==> src/rtl/rx_dest_filter_pkg.sv <==
package rx_dest_filter_pkg;
  parameter int ADDR_BYTES = 6;
  parameter int BYTE_W     = 8;
  parameter int CRC_W      = 32;
  parameter int HASH_BITS  = 6;
  parameter logic [CRC_W-1:0] CRC_POLY = 32'h04C1_1DB7;
  localparam int IDX_W = $clog2(ADDR_BYTES);
  localparam int CNT_W = $clog2(ADDR_BYTES + 1);

  typedef struct packed {
    logic             take;
    logic             first;
    logic             last;
    logic [IDX_W-1:0] idx;
  } byteStrobe_t;

  function automatic logic [CRC_W-1:0] crcStepByte(input logic [CRC_W-1:0] cur,
                                                   input logic [BYTE_W-1:0] data);
    logic [CRC_W-1:0] c;
    logic fb;
    c = cur;
    for (int i = 0; i < BYTE_W; i++) begin
      fb = c[CRC_W-1] ^ data[i];
      c  = {c[CRC_W-2:0], 1'b0};
      if (fb) c = c ^ CRC_POLY;
    end
    return c;
  endfunction
endpackage

==> src/rtl/rx_dest_filter_ctrl.sv <==
module rx_dest_filter_ctrl
  import rx_dest_filter_pkg::*;
(
  input  logic        clk,
  input  logic        rstN,
  input  logic        byteValid,
  input  logic        sop,
  output byteStrobe_t strobe
);
  logic [CNT_W-1:0] cnt;

  always_comb begin
    strobe.take  = byteValid && (sop || (cnt < CNT_W'(ADDR_BYTES)));
    strobe.idx   = sop ? '0 : cnt[IDX_W-1:0];
    strobe.first = strobe.take && (strobe.idx == '0);
    strobe.last  = strobe.take && (strobe.idx == IDX_W'(ADDR_BYTES - 1));
  end

  always_ff @(posedge clk) begin
    if (!rstN) cnt <= CNT_W'(ADDR_BYTES);
    else if (strobe.take) cnt <= CNT_W'(strobe.idx) + CNT_W'(1);
  end

  a_r2_idx_in_range: assert property (@(posedge clk) disable iff (!rstN)
    strobe.take |-> (strobe.idx < IDX_W'(ADDR_BYTES)));
  a_r2_follow_on: assert property (@(posedge clk) disable iff (!rstN)
    (strobe.take && !strobe.last) ##1 (byteValid && !sop) |-> strobe.take);
endmodule

==> src/rtl/rx_dest_filter_dp.sv <==
module rx_dest_filter_dp
  import rx_dest_filter_pkg::*;
(
  input  logic              clk,
  input  logic              rstN,
  input  byteStrobe_t       strobe,
  input  logic [BYTE_W-1:0] byteData,
  input  logic [31:0]       stationLo,
  input  logic [15:0]       stationHi,
  input  logic [31:0]       hashLo,
  input  logic [31:0]       hashHi,
  input  logic              promiscEn,
  input  logic              allMultiEn,
  input  logic              hashEn,
  output logic              decisionValid,
  output logic              accept
);
  localparam int ST_W = ADDR_BYTES * BYTE_W;

  logic [ST_W-1:0]   stationAddr;
  logic [BYTE_W-1:0] stBytes [ADDR_BYTES];
  logic [CRC_W-1:0]  crcReg, crcBase, crcNext;
  logic              matchReg, bcastReg, mcastReg;
  logic              matchNext, bcastNext, mcastNext;
  logic [HASH_BITS-1:0] hashIdx;
  logic [31:0]       hashWord;
  logic              hashHit, verdict;

  assign stationAddr = {stationHi, stationLo};

  for (genvar g = 0; g < ADDR_BYTES; g++) begin : gStByte
    assign stBytes[g] = stationAddr[g*BYTE_W +: BYTE_W];
  end

  always_comb begin
    crcBase   = strobe.first ? '1 : crcReg;
    crcNext   = crcStepByte(crcBase, byteData);
    matchNext = (strobe.first || matchReg) && (byteData == stBytes[strobe.idx]);
    bcastNext = (strobe.first || bcastReg) && (byteData == '1);
    mcastNext = strobe.first ? byteData[0] : mcastReg;
    hashIdx   = crcNext[CRC_W-1 -: HASH_BITS];
    hashWord  = hashIdx[HASH_BITS-1] ? hashHi : hashLo;
    hashHit   = hashWord[hashIdx[HASH_BITS-2:0]];
    verdict   = promiscEn || bcastNext
             || (mcastNext && (allMultiEn || (hashEn && hashHit)))
             || (!mcastNext && matchNext);
  end

  always_ff @(posedge clk) begin
    if (!rstN) begin
      crcReg        <= '1;
      matchReg      <= 1'b0;
      bcastReg      <= 1'b0;
      mcastReg      <= 1'b0;
      decisionValid <= 1'b0;
      accept        <= 1'b0;
    end else if (strobe.take) begin
      crcReg   <= crcNext;
      matchReg <= matchNext;
      bcastReg <= bcastNext;
      mcastReg <= mcastNext;
      if (strobe.first) decisionValid <= 1'b0;
      if (strobe.last) begin
        decisionValid <= 1'b1;
        accept        <= verdict;
      end
    end
  end

  a_r9_hold_verdict: assert property (@(posedge clk) disable iff (!rstN)
    (decisionValid && $past(decisionValid)) |-> $stable(accept));
  a_r2_valid_after_last: assert property (@(posedge clk) disable iff (!rstN)
    strobe.last |=> decisionValid);
  a_r2_clear_on_start: assert property (@(posedge clk) disable iff (!rstN)
    (strobe.first && !strobe.last) |=> !decisionValid);
  a_r5_promisc_accepts: assert property (@(posedge clk) disable iff (!rstN)
    (strobe.last && promiscEn) |=> accept);
  a_r6_allmulti_accepts: assert property (@(posedge clk) disable iff (!rstN)
    (strobe.last && allMultiEn && mcastReg) |=> accept);
endmodule

==> src/rtl/rx_dest_filter.sv <==
module rx_dest_filter
  import rx_dest_filter_pkg::*;
(
  input  logic        clk,
  input  logic        rstN,
  input  logic        byteValid,
  input  logic        sop,
  input  logic [7:0]  byteData,
  input  logic [31:0] stationLo,
  input  logic [15:0] stationHi,
  input  logic [31:0] hashLo,
  input  logic [31:0] hashHi,
  input  logic        promiscEn,
  input  logic        allMultiEn,
  input  logic        hashEn,
  output logic        decisionValid,
  output logic        accept
);
  byteStrobe_t strobe;

  rx_dest_filter_ctrl uCtrl (
    .clk       (clk),
    .rstN      (rstN),
    .byteValid (byteValid),
    .sop       (sop),
    .strobe    (strobe)
  );

  rx_dest_filter_dp uDp (
    .clk           (clk),
    .rstN          (rstN),
    .strobe        (strobe),
    .byteData      (byteData),
    .stationLo     (stationLo),
    .stationHi     (stationHi),
    .hashLo        (hashLo),
    .hashHi        (hashHi),
    .promiscEn     (promiscEn),
    .allMultiEn    (allMultiEn),
    .hashEn        (hashEn),
    .decisionValid (decisionValid),
    .accept        (accept)
  );

  a_r1_quiet_after_reset: assert property (@(posedge clk) disable iff (!rstN)
    !$past(rstN) |-> (!decisionValid && !accept));
endmodule

==> config.mk <==
export PLATFORM = sky130hd
export DESIGN_NAME = rx_dest_filter
export DESIGN_NICKNAME = d
export VERILOG_FILES = /design/src/rtl/rx_dest_filter_pkg.sv /design/src/rtl/rx_dest_filter_ctrl.sv /design/src/rtl/rx_dest_filter_dp.sv /design/src/rtl/rx_dest_filter.sv
export SDC_FILE = /design/constraint.sdc
export NUM_CORES = 1
export LEC_CHECK = 0
export ABC_CLOCK_PERIOD_IN_PS = 3050
export BUFFER_PORTS_ARGS = -buffer_cell sky130_fd_sc_hd__clkbuf_2
export CORE_MARGIN = 1
export CORE_UTILIZATION = 47
export CTS_CLUSTER_DIAMETER = 120
export DETAILED_ROUTE_END_ITERATION = 6
export PLACE_DENSITY = 0.78
export SLEW_MARGIN = 30
export SYNTH_ARGS = -nofsm -noshare
export SYNTH_HDL_FRONTEND = slang
export SYNTH_SLANG_ARGS = --single-unit
==> constraint.sdc <==
create_clock -name clk -period 3.05 [get_ports clk]
set_input_delay 0.1525 -clock clk [delete_from_list [all_inputs] [get_ports clk]]
set_output_delay 0.1525 -clock clk [all_outputs]
set_load 0.05 [all_outputs]
== Word-level counts from Yosys, hierarchy flattened ==
Index checks and enable logic that the tools add are counted.
Cells by class
  add/subtract/negate cells: 1
  order comparisons: 3
  equal/unequal tests: 3
  mux-type cells: 19
  bitwise operators: 17
  reduce and logical (&&, ||, !) cells: 20
Operator list (number)
  2-to-1 mux 27 bit: 8
  inverter 14 bit: 8
  2-to-1 mux 32 bit: 2
  binary-select mux 8 bit (select 3 bit): 1
  2-to-1 mux 8 bit: 2
  == test 8 bit: 1
  == test 8 bit (second input constant): 1
  logical AND 1 bit: 8
  XOR 1 bit: 8
  logical OR 1 bit: 7
  less-than comparator 5 x 6 -> 1 bit (second input constant): 1
  binary-select mux 1 bit (select 5 bit): 1
  greater-or-equal comparator 4 bit (second input constant): 1
  2-to-1 mux 1 bit: 4
  inverter 3 -> 4 bit: 1
  AND reduction 2 bit: 2
  adder 3 x 1 -> 3 bit (second input constant): 1
  == test 3 bit (second input constant): 1
  zero test 3 bit: 1
  less-than comparator 3 bit (second input constant): 1
  2-to-1 mux 3 bit: 1
  nonzero test 2 bit: 1
  zero test 1 bit: 1
Storage, ports and cells
  bits in registers: 40
  input bits: 127
  logic and storage cells: 70

== Logic depth before layout (Yosys ltp) ==
Gate-level depths: netlist of the first run.
  depth in word-level cells: 28
  gate-level depth with buffers: 15
  depth with buffers taken out: 12

== Hierarchy ==
From an unflattened synthesis of the first run, not the netlist that was laid out.
Unflattened totals
  cell total of the unflattened synthesis: 423
  area total of the unflattened synthesis: 3860.0 sq um
Modules (own cells, without submodules)
  rx_dest_filter_dp: times used 1, cells each 398, area each 3648.5 sq um, seq. area each 740.7 sq um
  rx_dest_filter_ctrl: times used 1, cells each 25, area each 211.5 sq um, seq. area each 60.1 sq um

== Least setup slack after synthesis of the first run ==
OpenSTA, ideal clock, no wires.
  path kind: register -> register
  start: register uCtrl.cnt[0]
  end: register uDp.accept
  setup time: 130 ps
  arrival time: 3163 ps
  required time: 2920 ps
  path slack: -243 ps
  cell stages (with the launch flop): 15
  path buffers: 3
  path through: dfxtp_1 -> clkbuf_1 -> nor2b_1 -> clkinv_1 -> ha_1 -> nand2_4 -> o21ai_0 -> xnor2_1 -> buf_2 -> buf_2 -> mux4_2 -> nand2_1 -> nand3_1 -> nand4b_1 -> o211ai_1
Between the ends
  word-level cells in the longest chain between the ends: 23
RTL lines
  from (decl): line rx_dest_filter_ctrl.sv:10  | logic [CNT_W-1:0] cnt;
  from (signal assigned): line rx_dest_filter_ctrl.sv:20  | if (!rstN) cnt <= CNT_W'(ADDR_BYTES);
  from (signal assigned): line rx_dest_filter_ctrl.sv:21  | else if (strobe.take) cnt <= CNT_W'(strobe.idx) + CNT_W'(1);
  less-than comparator 3 bit: line rx_dest_filter_ctrl.sv:13  | strobe.take = byteValid && (sop || (cnt < CNT_W'(ADDR_BYTES)));
  logical OR 1 bit: line rx_dest_filter_ctrl.sv:13
  logical AND 1 bit: line rx_dest_filter_ctrl.sv:13
  logical AND 1 bit: line rx_dest_filter_ctrl.sv:15  | strobe.first = strobe.take && (strobe.idx == '0);
  2-to-1 mux 32 bit: line rx_dest_filter_dp.sv:36  | crcBase = strobe.first ? '1 : crcReg;
  2-to-1 mux 27 bit (3 in a row): line rx_dest_filter_pkg.sv:25  | if (fb) c = c ^ CRC_POLY;
  inverter 14 bit (no line)
  2-to-1 mux 27 bit: line rx_dest_filter_pkg.sv:25
  [... 5 more ...]
  2-to-1 mux 27 bit: line rx_dest_filter_pkg.sv:25
  binary-select mux 1 bit (select 5 bit): line rx_dest_filter_dp.sv:43  | hashHit = hashWord[hashIdx[HASH_BITS-2:0]];
  2-to-1 mux 1 bit (not written as such): line rx_dest_filter_dp.sv:43
  logical AND 1 bit: line rx_dest_filter_dp.sv:45  | || (mcastNext && (allMultiEn || (hashEn && hashHit)))
  logical OR 1 bit: line rx_dest_filter_dp.sv:45
  logical AND 1 bit: line rx_dest_filter_dp.sv:45
  logical OR 1 bit: line rx_dest_filter_dp.sv:45
  logical OR 1 bit: line rx_dest_filter_dp.sv:46  | || (!mcastNext && matchNext);
  to (signal assigned): line rx_dest_filter_dp.sv:65  | accept <= verdict;
  to (decl): line rx_dest_filter_dp.sv:16  | output logic accept
Several ways; a longest one is shown, not always the timed one. The select of a mux whose other input is x is not followed.
A chain may end at the register's enable or synchronous reset.

== Worst setup path after layout of the first run ==
  start: register uCtrl.cnt[2]
  end: register uDp.accept
Same word-level chain as after synthesis.

==> metrics.yaml, run 1 <==
status:
  status: "finished, final reports clean"
clocking:
  cts_tree: "done"
  htree_levels: 2
  clk_pin_slew_ps: 80
  cts_buffers: 5
  clockRootBuffer: "clkbuf_8"
  insertion_delay_ps: 290
  clock_sinks: 40
  clockBufferDepth: 2
  cts_hold_buffers: 0
worst_setup_path:
  cp_data_arrival_time_ps: 3020
  cp_num_buf_inv: 1
  setup.worst_path.class: "register to register"
  crit_path_max_fanout: 11
  end_kind: "register"
  required_ps: 3220
  critPathTopFamily: "multiplexers"
  start_kind: "register"
  cp_slowest_cell: "dfxtp_1"
  critPathMaxStageDelay_ps: 570
  crit_chain: "nor2b_4 -> o21ai_0 -> xnor2_2 -> buf_4 -> mux4_1 -> mux2_2 -> o21a_1 -> nand4b_1 -> o211ai_1"
grt:
  grt_max_degree: 41
  grt_util_all_layers: 0.226
  antenna_found_initial: 0
  grt_pass1_wl_um: 15600
  grt_pass1_vias: 3388
  overflow: 0
sta:
  hold_slack_ps: 257
  rsz0062_at_grt: "false"
  slew_violations: 0
  clock_skew_ps: 3.58
  min_period_ps: 2850
  setup_viol: 0
  max_freq_mhz: 351
  timing.final.crit_share: 0.935
  finalSetupTns_ps: 0
  timing.slew.headroom: 0.646
  hold_viol: 0
  worst_pin_slew_ps: 530
die:
  die_w_um: 91.9
  rows: 32
  ios: 129
  dieArea_um2: 8450
  fp.coreArea_um2: 7770
  start_util: 0.489
  die_h_um: 91.9
route:
  routed_wl_um: 9360
  vias: 3491
  post_drt_via_cell_ratio: 5.35
  drc: 0
  first_iter_violations: 140
  ant_nets: 0
  wire_per_inst_um: 14.3
  drt_first_pass_iters: 4
placement:
  dpl_cell_area_um2: 4560
  place_congestion: 0.811
  dp_hpwl_um: 7270
  port_buffers: 128
synthesis:
  synth_warnings: 0
  synth-simple-area-share: 0.131
  synth_compound_area_frac: 0.153
  synth_edf_count: 0
  avgSynthCellArea_um2: 8.83
  syn-cell-area_um2: 3800
  synth-adder-area-share: 0.00988
  synth.distinct_cells: 47
  ys_seq_area_frac: 0.211
  syn_inst: 430
  synth_top_family_by_area: "XOR/XNOR gates"
  synth_xor_area_frac: 0.267
  ys_ff_latch: 40
  synthFlopType: "dfxtp_1"
  synth_mux_area_frac: 0.178
  ys_async_sr_fraction: 0
  syn-num-nets: 560
finish:
  multi_input_area_um2: 2820
  n_antenna_cell: 0
  final_nets: 679
  nFillCells: 687
  fin_area_um2: 4670
  utilization: 0.601
  final_layout_size_suffix_gt1_frac: 0.333
  syn_to_final_growth_pct: 23.0
  seq_area_um2: 801
power:
  pwr_density_cell_nw_per_um2: 654
  p_leak_uw: 0.00211
  ir_drop_v: 0.000348
  total_power_uw: 3050
worst_hold_path:
  hold_path.class: "primary input to register"
flow_run:
  maxCapViolCount: 0
-- report_power, final --
| group | internal, uW | leakage (uW) | switching [uW] | total, uW |
|---|---|---|---|---|
| combinational | 1050 | 0.00173 | 953 | 2000 |
| clock | 181 | 0.0000510 | 187 | 368 |
| sequential | 606 | 0.000331 | 79.9 | 686 |
-- cell usage in the layout (no fill, tap or decap), types with 2 or more instances in the layout --
cell / n
ha_1: 2
clkinv_2: 2
and2_2: 2
a31oi_1: 2
nand2b_1: 5
nand4b_1: 2
nand4_1: 5
clkbuf_8: 6
nor2b_1: 2
o211a_1: 2
nor2_1: 39
nand2_1: 44
inv_1: 2
mux4_2: 6
o22ai_1: 9
dfxtp_1: 40
mux2i_1: 37
a211oi_1: 8
a22oi_1: 3
a21oi_1: 9
xnor2_1: 70
buf_4: 20
o211ai_1: 30
o21ai_0: 6
xnor2_2: 5
clkbuf_2: 128
mux4_1: 6
xor2_1: 29
o22a_1: 8
-- path summary, 6_finish.rpt --
kind / depth (start not counted) / slack (ps) / from / endpoint
max: 9 / 200 / uCtrl.cnt[2]$_SDFFE_PN1P_ / uDp.accept$_SDFFE_PN0P_
min reg2reg: 2 / 480 / uDp.crcReg[0]$_SDFFE_PN1P_ / uDp.crcReg[0]$_SDFFE_PN1P_
max reg2reg: 9 / 200 / uCtrl.cnt[2]$_SDFFE_PN1P_ / uDp.accept$_SDFFE_PN0P_
min: 4 / 260 / promiscEn / uDp.accept$_SDFFE_PN0P_
-- stage by stage --
step,worst slack (ps),std cells
3_3_place_gp,297,643
2_1_floorplan,27.4,430
3_5_place_dp,219,643
5_1_grt,47.9,652
4_1_cts,192,651
6_report,200,652
-- routing by layer --
metal / routed length [um] / track usage
met1: 4240 / 0.305
met2: 4590 / 0.384
met3: 485 / 0.0357
met4: 44 / 0.0430
met5: 0 / 0
-- final cells by class --
cell class,instances,area share
Timing Repair Buffer,150,0.176
Clock inverter,2,0.00214
Multi-Input combinational cell,349,0.603
Tap cell,102,0.0273
Inverter,3,0.00241
Clock buffer,6,0.0177
Sequential cell,40,0.171
-- sequential cells by signal, indices dropped and copies added, names as in the netlist --
register and flops:
uDp.crcReg 32, uDp.accept 1, uDp.matchReg 1, uCtrl.cnt 3, uDp.bcastReg 1, uDp.decisionValid 1, uDp.mcastReg 1
-- synthesized netlist by cell type, types with 2 or more instances --
cell type / count / share of area
xnor2_2: 4 / 0.017
o211a_1: 2 / 0.0053
nor2b_1: 2 / 0.0033
o21ai_0: 6 / 0.0079
nor2_1: 39 / 0.039
o22ai_1: 9 / 0.015
and2_2: 2 / 0.0040
nand2b_1: 5 / 0.0082
ha_1: 3 / 0.0099
buf_2: 8 / 0.011
a22oi_1: 3 / 0.0059
clkbuf_1: 22 / 0.022
o211ai_1: 30 / 0.059
dfxtp_1: 40 / 0.21
a21oi_1: 9 / 0.012
nand4_1: 5 / 0.0082
xor2_1: 29 / 0.067
buf_4: 2 / 0.0040
inv_1: 2 / 0.0020
buf_6: 3 / 0.0089
mux4_2: 6 / 0.036
a211oi_1: 8 / 0.016
nand2_1: 45 / 0.044
mux4_1: 6 / 0.042
nand4b_1: 2 / 0.0046
xnor2_1: 71 / 0.16
buf_1: 3 / 0.0030
a31oi_1: 2 / 0.0033
mux2i_1: 37 / 0.097
o22a_1: 8 / 0.018
-- tightest hold or removal path, cell delays in order --
cell and delay [ps]:
clkbuf_2 70, nand4b_1 100, a31oi_1 50, o211ai_1 140
-- timing repair --
action                                  in CTS  in global routing
gates resized for setup                      0                  2
setup buffers                                0                  1
endpoints found under the setup margin       0                  1
-- kinds of logic after synthesis --
kind of cell,after synthesis
xor gates and xnor gates,107
buffers and inverters,41
DFF,40
adders and majority gates,3
muxes,50
and+or+nand+nor,109
AOI/OAI and AO/OA,80
Power figures use the tool's default switching activity.
==> run 2: changes to the inputs <==
ABC_AREA = 1   (was default)
CORE_UTILIZATION = 48   (was 47)
PLACE_DENSITY = 0.79   (was 0.78)
==> metrics.yaml, run 2 <==
status:
  status: "finished, final reports clean"  # unchanged
grt:
  antenna_found_initial: 0  # unchanged
  grt_max_degree: 40  # was 41
  overflow: 0  # unchanged
  grt_util_all_layers: 0.281  # was 0.226
  grt_pass1_wl_um: 19800  # was 15600 um
  grt_pass1_vias: 4310  # was 3388
die:
  ios: 129  # unchanged
  fp.coreArea_um2: 8260  # was 7770 um2
  die_h_um: 94.5  # was 91.9 um
  rows: 33  # was 32
  die_w_um: 94.5  # was 91.9 um
  start_util: 0.497  # was 0.489
  dieArea_um2: 8930  # was 8450 um2
synthesis:
  syn-num-nets: 806  # was 560
  ys_async_sr_fraction: 0  # unchanged
  synth.area.top_cells: "dfxtp_1 (20%), nand2_1 (16%), nand3_1 (9.4%)"  # was dfxtp_1 (21%), xnor2_1 (16%), mux2i_1 (9.7%)
  avgSynthCellArea_um2: 6.07  # was 8.83 um2
  syn-cell-area_um2: 4110  # was 3800 um2
  synth_top_area_share: 0.195  # was 0.211
  syn_inst: 676  # was 430
  synth_warnings: 0  # unchanged
  synth_edf_count: 0  # unchanged
  post-synth-top-area-cell: "dfxtp_1"  # unchanged
  post-synth-top-count-cell: "nand2_1"  # was xnor2_1
  ys_ff_latch: 40  # unchanged
  synthFlopType: "dfxtp_1"  # unchanged
  synth.distinct_cells: 37  # was 47
  ys_top_cells_by_count: "nand2_1 (178), inv_1 (81), nand3_1 (77)"  # was xnor2_1 (71), nand2_1 (45), dfxtp_1 (40)
  ys_seq_area_frac: 0.195  # was 0.211
route:
  drt_first_pass_iters: 5  # was 4
  routed_wl_um: 12600  # was 9360 um
  post_drt_via_cell_ratio: 5.30  # was 5.35
  ant_nets: 0  # unchanged
  vias: 4800  # was 3491
  drc: 0  # unchanged
  wire_per_inst_um: 13.9  # was 14.3 um
  first_iter_violations: 335  # was 140
sta:
  timing.final.crit_share: 0.937  # was 0.935
  worst_pin_slew_ps: 883  # was 530 ps
  setup_viol: 0  # unchanged
  hold_viol: 0  # unchanged
  slew_violations: 0  # unchanged
  clock_skew_ps: 12.7  # was 3.58 ps
  max_freq_mhz: 350  # was 351 MHz
  timing.slew.headroom: 0.408  # was 0.646
  finalSetupTns_ps: 0  # unchanged
  min_period_ps: 2860  # was 2850 ps
  hold_slack_ps: 176  # was 257 ps
finish:
  reg.largest.list: "uDp.crcReg: 32 flops, uCtrl.cnt: 3 flops"  # unchanged
  syn_to_final_growth_pct: 22.9  # was 23.0%
  final_common_cell: "nand2_1"  # was clkbuf_2
  top_register: "uDp.crcReg"  # unchanged
  largest_reg_flops: 32  # unchanged
  n_antenna_cell: 0  # unchanged
  fin_area_um2: 5050  # was 4670 um2
  final_nets: 930  # was 679
  most-common-layout-cells: "nand2_1 (177), clkbuf_2 (128), inv_1 (79)"  # was clkbuf_2 (128), xnor2_1 (70), nand2_1 (44)
  instances_no_fill: 905  # was 652
  final_layout_size_suffix_gt1_frac: 0.268  # was 0.333
  utilization: 0.611  # was 0.601
worst_setup_path:
  start_kind: "register"  # unchanged
  end_kind: "register"  # unchanged
  setup.worst_path.class: "register to register"  # unchanged
  required_ps: 3240  # was 3220 ps
  cp_data_arrival_time_ps: 3050  # was 3020 ps
  crit_path_max_fanout: 13  # was 11
placement:
  dp_hpwl_um: 9530  # was 7270 um
  place_congestion: 1.12  # was 0.811
  dpl_cell_area_um2: 4810  # was 4560 um2
  port_buffers: 128  # unchanged
  dp_cells: 893  # was 643
worst_hold_path:
  hold_path.class: "primary input to register"  # unchanged
power:
  ir_drop_v: 0.000241  # was 0.000348 V
  p_leak_uw: 0.00275  # was 0.00211 uW
  pwr_density_cell_nw_per_um2: 493  # was 654 nW/um2
clocking:
  cts_buffers: 5  # unchanged
  insertion_delay_ps: 310  # was 290 ps
  htree_levels: 2  # unchanged
  clockRootBuffer: "clkbuf_8"  # unchanged
  cts_hold_buffers: 0  # unchanged
  cts_tree: "done"  # unchanged
  clk_pin_slew_ps: 90  # was 80 ps
  clockBufferDepth: 2  # unchanged
  clock_sinks: 40  # unchanged
flow_run:
  maxCapViolCount: 0  # unchanged
-- run 2: path summary, 6_finish.rpt --
| check | startpoint | to | slack (ps) | cells after the start |
|---|---|---|---|---|
| setup / recovery | uCtrl.cnt[1]$_SDFFE_PN1P_ | uDp.accept$_SDFFE_PN0P_ | 190 | 21 |
| hold / removal | allMultiEn | uDp.accept$_SDFFE_PN0P_ | 180 | 5 |
| setup reg to reg | uCtrl.cnt[1]$_SDFFE_PN1P_ | uDp.accept$_SDFFE_PN0P_ | 190 | 21 |
| hold reg to reg | uDp.crcReg[7]$_SDFFE_PN1P_ | uDp.crcReg[7]$_SDFFE_PN1P_ | 480 | 2 |
-- run 2: cell type report --
class	count	area, um2
inverter	92	350
multi-input combinational	522	2960
timing repair buffer	139	723
clock buffer	5	68.8
fill	794	3210
tap	105	131
clock inverter	2	12.5
sequential	40	801
-- run 2: power by group --
| group | internal, uW | leakage [uW] | switching, uW |
|---|---|---|---|
| clock | 155 | 0.0000400 | 202 |
| sequential | 591 | 0.000332 | 35.4 |
| combinational | 565 | 0.00237 | 939 |
-- run 2: what timing repair did --
item / 4_1_cts / 5_1_grt
gates resized for setup: 0 / 17
endpoints found under the setup margin: 0 / 4
buffers inserted: 0 / 0
-- run 2: logic make-up (layout without fill, tap and decap cells) --
kind of cell,after synthesis,count (layout),synth area share
and+or+nand+nor,343,348,0.395
buffers and inverters,119,238,0.123
AOI/OAI and AO/OA,116,116,0.151
adders and majority gates,3,3,0.00914
DFF,40,40,0.195
xor gates and xnor gates,55,55,0.127
-- run 2: critical path, cell delays in order (launching register included) --
cell and delay [ps]:
dfxtp_1 340, inv_1 100, nor2_2 130, inv_2 50
ha_1 190, nand2_1 110, inv_2 100, nand2_4 160
nand2_1 190, nand3_2 230, nand2_4 150, or2_2 320
nand4_1 120, nand3_1 80, nand3_1 70, nand3_1 70
nand2_1 60, nand2_1 40, nand3_1 70, nand2_1 50
nand2_1 60, a21oi_2 50
-- run 2: per-stage QoR --
step / power (uW) / setup WS, ps
4_1_cts: 2370 / 65.5
2_1_floorplan: 1700 / 240
6_report: 2490 / 192
5_1_grt: 2670 / -12.8
3_3_place_gp: 1980 / 149
3_5_place_dp: 2020 / 87.3
-- run 2: per-layer routing --
layer	vias to the layer above	wire, um	track usage
met5	-	0	0
met4	0	219	0.0682
met3	26	769	0.0266
met2	202	6220	0.504
met1	2161	5410	0.361
li1	2411	-	-
